## src/rtl/burst_seq_pkg.sv

```systemverilog
package burst_seq_pkg;
  localparam int unsigned BEAT_W = 2;
  typedef enum logic {
    ORD_LINEAR     = 1'b0,
    ORD_INTERLEAVE = 1'b1
  } burst_order_e;
endpackage

```

## src/rtl/burst_start_reg.sv

```systemverilog
module burst_start_reg #(
  parameter int unsigned ADDR_W = 18
) (
  input  logic              clk_i,
  input  logic              rst_ni,
  input  logic              load_i,
  input  logic [ADDR_W-1:0] addr_i,
  output logic [ADDR_W-1:0] base_o
);
  always_ff @(posedge clk_i or negedge rst_ni) begin
    if (!rst_ni)     base_o <= '0;
    else if (load_i) base_o <= addr_i;
  end

  assert_load_capture_R2: assert property (@(posedge clk_i) disable iff (!rst_ni)
    load_i |=> base_o == $past(addr_i));
  assert_base_frozen_R6: assert property (@(posedge clk_i) disable iff (!rst_ni)
    !load_i |=> $stable(base_o));
endmodule

```

## src/rtl/burst_beat_cnt.sv

```systemverilog
module burst_beat_cnt
  import burst_seq_pkg::*;
(
  input  logic              clk_i,
  input  logic              rst_ni,
  input  logic              load_i,
  input  logic              adv_i,
  output logic [BEAT_W-1:0] beat_o
);
  always_ff @(posedge clk_i or negedge rst_ni) begin
    if (!rst_ni)     beat_o <= '0;
    else if (load_i) beat_o <= '0;   // load outranks advance
    else if (adv_i)  beat_o <= beat_o + 1'b1;
  end

  assert_load_wins_R7: assert property (@(posedge clk_i) disable iff (!rst_ni)
    load_i |=> beat_o == '0);
  assert_step_R3: assert property (@(posedge clk_i) disable iff (!rst_ni)
    (!load_i && adv_i) |=> beat_o == BEAT_W'($past(beat_o) + 1));
  assert_hold_R8: assert property (@(posedge clk_i) disable iff (!rst_ni)
    (!load_i && !adv_i) |=> $stable(beat_o));
endmodule

```

## src/rtl/burst_order_map.sv

```systemverilog
module burst_order_map
  import burst_seq_pkg::*;
(
  input  logic [BEAT_W-1:0] start_i,
  input  logic [BEAT_W-1:0] beat_i,
  input  burst_order_e      order_i,
  output logic [BEAT_W-1:0] offs_o
);
  logic [BEAT_W-1:0] lin_offs;
  logic [BEAT_W-1:0] ilv_offs;

  assign lin_offs = start_i + beat_i;

  for (genvar b = 0; b < BEAT_W; b++) begin : g_ilv
    assign ilv_offs[b] = start_i[b] ^ beat_i[b];
  end

  assign offs_o = (order_i == ORD_INTERLEAVE) ? ilv_offs : lin_offs;

  always_comb begin
    if (order_i == ORD_LINEAR)
      assert_linear_R4: assert (BEAT_W'(offs_o - start_i) == beat_i);
    else
      assert_interleave_R5: assert ((offs_o ^ start_i) == beat_i);
  end
endmodule

```

## src/rtl/burst_addr_seq.sv

```systemverilog
module burst_addr_seq
  import burst_seq_pkg::*;
#(
  parameter int unsigned ADDR_W = 18
) (
  input  logic              clk_i,
  input  logic              rst_ni,
  input  logic              strb_cpu_i,
  input  logic              strb_ctl_i,
  input  logic              adv_i,
  input  logic              order_i,
  input  logic [ADDR_W-1:0] addr_i,
  output logic [ADDR_W-1:0] addr_o,
  output logic [BEAT_W-1:0] beat_o
);
  localparam int unsigned HI_W = ADDR_W - BEAT_W;

  logic              load;
  logic [ADDR_W-1:0] base;
  logic [BEAT_W-1:0] offs;

  assign load = strb_cpu_i | strb_ctl_i;

  burst_start_reg #(.ADDR_W(ADDR_W)) u_start (
    .clk_i  (clk_i),
    .rst_ni (rst_ni),
    .load_i (load),
    .addr_i (addr_i),
    .base_o (base)
  );

  burst_beat_cnt u_beat (
    .clk_i  (clk_i),
    .rst_ni (rst_ni),
    .load_i (load),
    .adv_i  (adv_i),
    .beat_o (beat_o)
  );

  burst_order_map u_map (
    .start_i (base[BEAT_W-1:0]),
    .beat_i  (beat_o),
    .order_i (burst_order_e'(order_i)),
    .offs_o  (offs)
  );

  assign addr_o = {base[ADDR_W-1:BEAT_W], offs};

  assert_port_load_R2: assert property (@(posedge clk_i) disable iff (!rst_ni)
    load |=> (addr_o[ADDR_W-1:BEAT_W] == $past(addr_i[ADDR_W-1:BEAT_W])) && (beat_o == '0));
  assert_upper_hold_R6: assert property (@(posedge clk_i) disable iff (!rst_ni)
    !load |=> addr_o[ADDR_W-1:BEAT_W] == $past(addr_o[ADDR_W-1:BEAT_W]));
  assert_wrap_R10: assert property (@(posedge clk_i) disable iff (!rst_ni)
    (!load && adv_i && beat_o == 2'd3) |=> beat_o == 2'd0);
  initial assert (HI_W >= 1);
endmodule

```

## config.mk

```make
export PLATFORM = sky130hd
export DESIGN_NAME = burst_addr_seq
export DESIGN_NICKNAME = d
export VERILOG_FILES = /design/src/rtl/burst_seq_pkg.sv /design/src/rtl/burst_start_reg.sv /design/src/rtl/burst_beat_cnt.sv /design/src/rtl/burst_order_map.sv /design/src/rtl/burst_addr_seq.sv
export SDC_FILE = /design/constraint.sdc
export NUM_CORES = 1
export LEC_CHECK = 0
export ABC_CLOCK_PERIOD_IN_PS = 1100
export BUFFER_PORTS_ARGS = -buffer_cell sky130_fd_sc_hd__buf_2
export CORE_UTILIZATION = 46
export DETAILED_ROUTE_END_ITERATION = 7
export PLACE_DENSITY = 0.77
export SLEW_MARGIN = 20
export SYNTH_ARGS = -nofsm -noshare
export SYNTH_HDL_FRONTEND = slang
export SYNTH_SLANG_ARGS = --single-unit
```

## constraint.sdc

```tcl
create_clock -name clk_i -period 1.1 [get_ports clk_i]
set_input_delay 0.055 -clock clk_i [delete_from_list [all_inputs] [get_ports clk_i]]
set_output_delay 0.055 -clock clk_i [all_outputs]
set_load 0.05 [all_outputs]
```

# Word-level counts from Yosys, hierarchy flattened
# Index checks and enable logic that the tools add are counted.
# totals
ff_bits	20
latch_bits	0
mem_bits_rw	0
romBits	0
in_bits	24
out_inout_bits	20
elab_cells	11
memories	0
# op_classes
add_sub_neg	2
n_mul	0
div	0
n_lt_le_gt_ge	0
eq_ne	0
shift	0
muxes	3
bitwise_logic	3
reduce_logical	1
# ops
cell	count
2-bit two-way mux	3
2-bit by 1-bit adder with 2-bit output, second input constant	1
2-bit adder	1
2-bit nonzero test	1
1-bit XOR	2
1-bit OR	1

# Depth between registers and ports, before layout
# depth
ltp_word	3
mapped_depth	3
ltp_nobuf	3

# By module
# A second synthesis with hierarchy kept.
# unflattened
cells_unflattened	50
area_unflattened_um2	853.3
# modules_own_cells
mod	instances	cells_each	area_each_um2	seq_area_each_um2
burst_start_reg	1	38	721.9	450.4
burst_beat_cnt	1	7	88.8	50.0
burst_order_map	1	4	36.3	0.0
burst_addr_seq	1	1	6.3	0.0

# Least setup slack after synthesis
# Ideal clock, no wire load.
# synth_timing
path_kind	reg-to-output
startpoint	reg u_beat.beat_o[0]
endpoint	out addr_o[1]
arrival_time_ns	1.816
t_required_ns	1.045
setup_slack_ns	-0.771
stages_incl_launch_ff	4
n_path_buf	0
cell_sequence	dfrtp_1 -> ha_1 -> nor2b_1 -> xnor2_1
# synth_via
elab_chain_cells	2
# synth_lines
element	line	rtl
start: declaration	burst_beat_cnt.sv:8	output logic [BEAT_W-1:0] beat_o
start signal: assignment	burst_beat_cnt.sv:13	else if (adv_i) beat_o <= beat_o + 1'b1;
2-bit adder	burst_order_map.sv:12	assign lin_offs = start_i + beat_i;
2-bit two-way mux	burst_order_map.sv:18	assign offs_o = (order_i == ORD_INTERLEAVE) ? ilv_offs : lin_offs;
end: declaration	burst_addr_seq.sv:13	output logic [ADDR_W-1:0] addr_o,
# Every way passes these cells.

# Final worst setup path
# layout_timing
startpoint	reg u_start.base_o[0]
endpoint	out addr_o[1]
# layout_via
elab_chain_cells	2
# layout_lines
element	line	rtl
start: declaration	burst_start_reg.sv:8	output logic [ADDR_W-1:0] base_o
start signal: assignment	burst_start_reg.sv:12	else if (load_i) base_o <= addr_i;
2-bit adder	burst_order_map.sv:12	
2-bit two-way mux	burst_order_map.sv:18	
# Every way passes these cells.

==> flow_metrics.tcl <==
set metrics [dict create \
    critical_path_arrival_ns 1.30 \
    viasPerCell 4.448 \
    crit_end "addr_o[1]" \
    gr-usage-all-layers 0.1716 \
    initial_utilization 0.4963 \
    drt-initial-drc-count 1 \
    ys_types 12 \
    clk_pin_slew_worst_paths_ns 0.10 \
    cts_tree "built" \
    antenna_left 0 \
    cts_buffers 3 \
    power_switching_mw 0.5648 \
    required_ns 1.04 \
    power_frac_seq 0.477 \
    nNetsFinal 143 \
    place_area_sq_um 1164 \
    wl_um 1810 \
    drv_cap 0 \
    cts.path.max_buffers 2 \
    synth.net_count 91 \
    diodes 0 \
    cpPeakStageDelay_ns 0.40 \
    r2r_start "u_beat.beat_o[0]" \
    rsz0062_at_grt "yes" \
    setup_ws_ns -0.2593 \
    grt_pass1_wl_um 3036 \
    gp_congestion 0.6648 \
    root_buffer "clkbuf_4" \
    final_cell_area_sq_um 1406 \
    status "complete, but fails checks" \
    syn2layout_area_growth_pct 41.56 \
    grt_pass1_vias 715 \
    finalHoldViolCount 0 \
    critical_path.top_delay_family "flip-flops" \
    r2r_end "u_beat.beat_o[1]" \
    fin_worst_skew_ns 0.004248 \
    insertion_delay_ns 0.28 \
    final_util 0.7025 \
    yosys_register_bits 20 \
    multi_input_area_sq_um 389.1 \
    fin_tns_setup_ns -0.3452 \
    dieHeight_um 48.47 \
    setup_violations 2 \
    reg2reg_depth 3 \
    ys_seq_area_frac 0.5038 \
    dp_hpwl_um 1153 \
    grt_overflow 0 \
    p_comb_frac 0.338 \
    min-delay-start "addr_i[3]" \
    die_width_um 48.47 \
    worst-setup-path-type "register to primary output" \
    fmax_mhz 735.7 \
    drc 0 \
    floorplan.rows 16 \
    fillers 158 \
    clock_sinks 20 \
    final_cell_mix "buf_2, mux2_4, dlygate4sd3_1, dfrtp_1, buf_4" \
    core-area_sq_um 2002 \
    worstSetupStartpointType "register" \
    dr_total_vias 636 \
    synth.avg_cell_area_sq_um 15.05 \
    first_pass_iters 2 \
    violations "negative setup slack" \
    seqCellArea_sq_um 503.0 \
    critPathLaunch "u_start.base_o[0]" \
    finalCritPeriodShare 1.236 \
    ioPinCount 44 \
    worstMarginPinSlew_ns 0.4246 \
    crit_buf_inv 1 \
    endpoint_kind "primary output" \
    htree_levels 1 \
    io_buffers 43 \
    period_minus_slack_ns 1.359 \
    antenna_found_initial 0 \
    cp_max_fo 2 \
    relSlewSlack 0.7169 \
    report.final.slew_viol_count 0 \
    crit_chain "ha_4, nor2b_4, xnor2_4, buf_6" \
    min_path_type "input pin to register" \
    whs_path_depth 2 \
    peakVddDrop_v 0.0008615 \
    final_common_cell "buf_2" \
    power.share.clock 0.185 \
    grt_max_degree 21 \
    switching_share 0.3248 \
    dieArea_sq_um 2349 \
    layout-drive-gt1-share 0.6466 \
    wl_per_cell_um 12.66 \
    synth_area_sq_um 993.5 \
    path_depth 4 \
    crit_path_top_delay_cell "dfrtp_1" \
    p_leak_nw 0.7169 \
    rrSetupSlack_ns 0.12 \
    intPower_mw 1.174 \
    synth_warnings 0 \
    p_per_area_nw_per_um2 1237 \
    synth_cells 66 \
]
-- flip-flops by register name (all words and copies together), names as in the netlist --
| signal | cells |
|---|---|
| u_start.base_o | 18 |
| u_beat.beat_o | 2 |
-- kinds of logic after synthesis --
family                     share of synthesized area
xor gates and xnor gates                     0.02645
and+or+nand+nor                              0.02645
adders and majority gates                    0.01259
buffers and inverters                         0.1436
AOI/OAI and AO/OA                            0.01511
muxes                                         0.2720
DFF                                           0.5038
-- worst min path at each step --
stage                               endpoint  slack, ns
after global placement    u_start.base_o[10]       0.01
after floorplan             u_beat.beat_o[0]      -0.24
final                      u_start.base_o[3]       0.02
after global routing       u_start.base_o[3]     -0.005
after detailed placement  u_start.base_o[10]       0.02
after CTS                  u_start.base_o[3]       0.02
-- power by group through the flow --
stage | Combinational, mW | Sequential [mW] | Clock [mW]
2_1_floorplan | 0.454 | 0.845 | 0
3_3_place_gp | 0.507 | 0.839 | 0
3_5_place_dp | 0.514 | 0.842 | 0
4_1_cts | 0.590 | 0.829 | 0.336
5_1_grt | 0.619 | 0.837 | 0.380
6_report | 0.588 | 0.829 | 0.322
-- stage by stage --
step / hold WS, ns / power [mW] / instances / worst slack [ns]
after floorplan: -0.2406 / 1.298 / 66 / -0.1659
after global placement: 0.01284 / 1.346 / 121 / -0.03103
after detailed placement: 0.02021 / 1.356 / 121 / -0.06115
after CTS: 0.01613 / 1.755 / 143 / -0.2819
after global routing: -0.005391 / 1.835 / 143 / -0.3138
final: 0.02432 / 1.739 / 143 / -0.2593
-- cell usage after synthesis (all sizes together) --
| cell | number | area [sq um] |
|---|---|---|
| nor2b | 1 | 6.260 |
| a21bo | 1 | 10.01 |
| mux2 | 18 | 270.3 |
| dfrtp | 20 | 500.5 |
| ha | 1 | 12.51 |
| xnor2 | 3 | 26.28 |
| buf | 18 | 142.6 |
| nand3b | 1 | 7.510 |
| a21oi | 1 | 5.000 |
| or2 | 1 | 8.760 |
| nor2 | 1 | 3.750 |
-- layout make-up --
type | count | area share
Multi-Input combinational cell | 28 | 0.2767
Timing Repair Buffer | 65 | 0.3256
Clock buffer | 3 | 0.01601
Tap cell | 27 | 0.02402
Sequential cell | 20 | 0.3577
-- what timing repair did --
item	in CTS	in global routing
hold buffers	18	0
pin swaps	2	0
setup endpoints to repair	3	4
hold endpoints to repair	37	0
resized for setup	8	2
buffers inserted	1	1
-- per-layer routing --
layer / track usage / up-vias / share of wire
li1: - / 306 / -
met1: 0.1942 / 303 / 0.40
met2: 0.3216 / 25 / 0.56
met3: 0.02201 / 2 / 0.043
met4: 0.07353 / 0 / 0
met5: 0 / - / 0
No activity file was read; power rests on OpenSTA's default activity.
